--- config.mk ---
export PLATFORM = sky130hd
export DESIGN_NAME = clk_div_dual
export DESIGN_NICKNAME = d
export VERILOG_FILES = /design/src/rtl/clk_div_dual.sv
export SDC_FILE = /design/constraint.sdc
export NUM_CORES = 1
export LEC_CHECK = 0
export ABC_AREA = 0
export BUFFER_PORTS_ARGS = -buffer_cell sky130_fd_sc_hd__buf_2
export CORE_AREA = 2 2 39 41
export CTS_CLUSTER_SIZE = 40
export DETAILED_ROUTE_END_ITERATION = 6
export DIE_AREA = 0 0 41 43
export GPL_TIMING_DRIVEN = 0
export HOLD_SLACK_MARGIN = 0.06
export PLACE_DENSITY_LB_ADDON = 0.2
export SETUP_SLACK_MARGIN = 0.2
export SLEW_MARGIN = 10
export SYNTH_ARGS = -nofsm -noshare
export SYNTH_HDL_FRONTEND = slang
export SYNTH_SLANG_ARGS = --single-unit
--- constraint.sdc ---
create_clock -name clk -period 2 [get_ports clk]
set_clock_uncertainty 0.05 [all_clocks]
set_input_delay 0.1 -clock clk [delete_from_list [all_inputs] [get_ports clk]]
set_output_delay 0.1 -clock clk [all_outputs]
set_load 0.02 [all_outputs]
--- src/rtl/clk_div_dual.sv ---
module clk_div_dual #(
  parameter int CW = 3
) (
  input  logic       clk,
  input  logic       rst,
  input  logic       en,
  input  logic       sel_a,
  input  logic [1:0] sel_b,
  output logic       q_a,
  output logic       q_b
);

  logic          en_q;
  logic [CW-1:0] ca, cb;
  logic          hold_a;
  logic [1:0]    hold_b;

  // selects are live only on the first edge of a period
  wire           use_a = (ca == '0) ? sel_a : hold_a;
  wire [1:0]     use_b = (cb == '0) ? sel_b : hold_b;
  wire [CW-1:0]  len_a = use_a ? CW'(4) : CW'(2);
  wire [CW-1:0]  hi_a  = len_a >> 1;
  wire [CW-1:0]  len_b = use_b[1] ? CW'(5) : (use_b[0] ? CW'(6) : CW'(4));
  wire [CW-1:0]  hi_b  = (len_b == CW'(6)) ? CW'(3) : CW'(2);

  always_ff @(negedge clk or posedge rst)
    if (rst) en_q <= 1'b0;
    else     en_q <= en;

  always_ff @(posedge clk or posedge rst) begin
    if (rst) begin
      ca     <= '0;
      cb     <= '0;
      hold_a <= 1'b0;
      hold_b <= 2'b00;
      q_a    <= 1'b0;
      q_b    <= 1'b0;
    end else if (en_q) begin
      if (ca == '0) hold_a <= sel_a;
      if (cb == '0) hold_b <= sel_b;
      ca  <= (ca == len_a - CW'(1)) ? '0 : ca + CW'(1);
      cb  <= (cb == len_b - CW'(1)) ? '0 : cb + CW'(1);
      q_a <= (ca < hi_a);
      q_b <= (cb < hi_b);
    end else begin
      q_a <= 1'b0;
      q_b <= 1'b0;
    end
  end

  a_r3_reset_low: assert property (@(posedge clk) rst |-> (!q_a && !q_b));

  a_r6_disabled_low: assert property (@(posedge clk) disable iff (rst)
    !en_q |=> (!q_a && !q_b));

  a_r6_frozen: assert property (@(posedge clk) disable iff (rst)
    !en_q |=> ($stable(ca) && $stable(cb)));

  a_r2_phase_bound: assert property (@(posedge clk) disable iff (rst)
    (ca < CW'(4)) && (cb < CW'(6)));

endmodule

After elaboration in Yosys (flattened, before gate mapping)
Index checks and enable logic that the tools add are counted.
Word-level totals
  logic and storage cells: 28
  input port bits: 6
  flip-flop bits (word level): 12
  output and inout bits: 2
Cells by class
  add/sub/neg operators: 4
  equality and inequality tests: 3
  reduce and logical (&&, ||, !) cells: 2
  muxes and demuxes: 10
  order comparisons: 2
Operator list (number)
  $mux 3: 3
  $add 3x1->3 const B: 2
  $eq 3x3->1: 2
  $logic_not 3->1: 2
  $lt 3x2->1: 2
  $mux 2: 3
  $sub 3x1->3 const B: 2
  $mux 1: 4
  $eq 3x3->1 const B: 1

Depth between registers and ports, before layout
  word-level depth: 8
  gate-level depth with buffers: 6
  gate-level depth less buffers: 6

==> results by group <==
STA
  – RSZ-0062 raised after global routing: true
  – Setup_tns: -471 ps
  – Hold_ws: 174 ps
  – Slew @ Worst Pin: 425 ps
  – Fin worst setup slack: -105 ps
  – Final Hold Fails: 0
  – Final setup fails: 9
  – Final Max Slew Viols: 0
  – Slew margin rel.: 0.711

Place
  – Port-buffer cells: 7
  – Placed cells: 88
  – GPL Wtd Cong: 0.763
  – Post-DP HPWL: 835 um
  – Dpl cell area: 724 um^2
  – Worst slack at placement: -221 ps

Worst setup path
  – WS Path Type: flop to flop
  – Crit start category: flop
  – Worst path arrival time: 2220 ps
  – Crit-path max FO: 3
  – Data required, critical path: 2110 ps
  – Worst setup EP type: flop
  – FF-to-FF setup slack: -100 ps

Synth
  – Async set-reset flop share out of synthesis: 1.00
  – Synth Net Count: 75
  – Seq/Total Area, Yosys: 0.452
  – EDFF count, synth: 0
  – Mapped cell area: 664 um^2
  – Cell variety after synth: 27
  – Avg Synthesized Cell Area: 10.2 um^2
  – Gate Count Post-Synth: 65
  – Flops & latches, synth: 12
  – Most used DFF post-synth: dfrtp_1
  – Yosys warns: 0

Clock tree
  – CTS H-tree lvls: 1
  – Clk_lat worst skew: 280 ps
  – Max Root-Sink Buffers: 2
  – CTS tree: yes
  – Clock sinks: 12
  – CTS Root Cell: clkbuf_4
  – Num CTS Buffers: 3
  – Worst-path clk slew: 70 ps

Global route
  – Largest net degree at the start of global routing: 13
  – Number of antenna violations at the first check in global routing: 0
  – Gr ovfl total: 0
  – Number of global-route vias before repair: 491
  – Gr usage total: 0.177
  – Global-route wire length before repair: 2080 um

Die
  – Core area: 1380 um^2
  – Starting Density: 0.480
  – Die width: 41 um
  – Cell row count: 14
  – # IOs: 8
  – Die area: 1760 um^2
  – Die Height: 43 um

Power and ir drop
  – PD cells: 1340 nW/um^2
  – Lkg Pwr: 0.419 nW
  – Total power: 1.21 mW
  – Worst VDD drop: 0.000718 V

Drt
  – Initial DRC Count: 5
  – # DRC: 0
  – Wire per inst: 12.0 um
  – Avg Vias per Cell: 5.24
  – Routed Antenna Nets: 0
  – DR vias: 534
  – WL final: 1220 um
  – DRT Pass-1 Iters: 4

Layout
  – Final Non-Filler Cells: 102
  – Final Cell Area: 902 um^2
  – Core Util, Final: 0.652
  – Area occupied by multi-input gates: 375 um^2
  – FF+latch area: 300 um^2
  – Antenna fix cells: 0
  – Layout cells sized above 1: 0.407
  – Nets: 97
  – Filler instances: 125
  – Area growth, synth to finish: 35.8%

Min path
  – Class of the worst hold path: input pin to flop

Status
  – Failing checks: setup timing
  – Outcome: complete, but fails checks

Job
  – Max cap viols: 0
[worst paths after layout]
kind / from / cells after the start / endpoint
max reg2reg: en_q$_DFF_NP0_ / 4 / hold_b[0]$_DFFE_PP0P_
min: sel_a / 3 / hold_a$_DFFE_PP0P_
max in group asynchronous: rst / 3 / en_q$_DFF_NP0_
max: en_q$_DFF_NP0_ / 4 / hold_b[0]$_DFFE_PP0P_
min reg2reg: ca[2]$_DFFE_PP0P_ / 1 / q_a$_DFF_PP0_
min in group asynchronous: rst / 3 / ca[1]$_DFFE_PP0P_
[routing by layer]
layer  GRT usage  vias up  wire (um)
met4       0.100        0         36
met3      0.0157        5         35
li1            -      269          -
met2       0.263       12        619
met1       0.245      248        531
met5           0        -          0
[placed cells by master (no fill, tap or decap), drive strengths merged, types with 2 or more instances in the layout]
master | synthesis | final
a21oi | 4 | 4
buf | 1 | 15
clkbuf | 0 | 4
dfrtp | 11 | 11
dlygate4sd3 | 0 | 3
ha | 4 | 4
inv | 7 | 7
mux2 | 2 | 2
mux2i | 3 | 3
nand2 | 4 | 4
nor2 | 3 | 3
nor2b | 3 | 3
nor3 | 4 | 4
nor4 | 2 | 2
o21ai | 5 | 5
xor2 | 2 | 2
[synth_stat cells (2+ instances only)]
cell type | number | share of area
inv_1 | 6 | 0.034
mux2i_1 | 2 | 0.030
nor4_1 | 2 | 0.019
nor3_1 | 4 | 0.030
mux2_2 | 2 | 0.034
nor2_1 | 3 | 0.017
xor2_1 | 2 | 0.026
a21oi_1 | 4 | 0.030
ha_1 | 4 | 0.075
o21ai_0 | 5 | 0.038
nor2b_1 | 2 | 0.019
dfrtp_1 | 11 | 0.41
nand2_1 | 4 | 0.023
[report_power, final]
part	switching, mW	internal (mW)	leakage, nW
clock network	0.0781	0.111	0.0210
registers	0.135	0.347	0.145
logic	0.272	0.269	0.253
[what timing repair did]
action | CTS | global route
hold buffers | 3 | 0
endpoints found under the hold margin | 13 | 0
pin swaps | 1 | 2
buffers inserted | 5 | 2
resized for setup | 8 | 9
setup endpoints to repair | 11 | 11
[logic make-up (layout without fill, tap and decap cells)]
kind of cell | after synthesis | in the layout | share of synthesized area
muxes | 5 | 5 | 0.0847
and+or+nand+nor | 20 | 20 | 0.177
AOI/OAI and AO/OA | 14 | 14 | 0.137
buffers and inverters | 8 | 29 | 0.0471
xor gates and xnor gates | 2 | 2 | 0.0264
DFF | 12 | 12 | 0.452
adders and majority gates | 4 | 4 | 0.0753
[area by class of cell]
| type | count | area share |
|---|---|---|
| flip-flops and latches | 12 | 0.333 |
| multi-input cells | 45 | 0.416 |
| plain buffers | 1 | 0.0125 |
| repair buffers | 17 | 0.147 |
| clock buffers | 4 | 0.0402 |
| inverters | 7 | 0.0291 |
| well taps | 16 | 0.0222 |
[worst max-delay path, cell delays in order, from the launching register on]
cell	delay [ps]
dfrtn_1	440
inv_2	70
nor2_4	90
nand2_2	70
mux2_2	270
[state kept, by name, summed over array words and instances (netlist names)]
register	flops
hold_b	2
ca	3
cb	3
q_b	1
hold_a	1
q_a	1
en_q	1
Power figures use the tool's default switching activity.
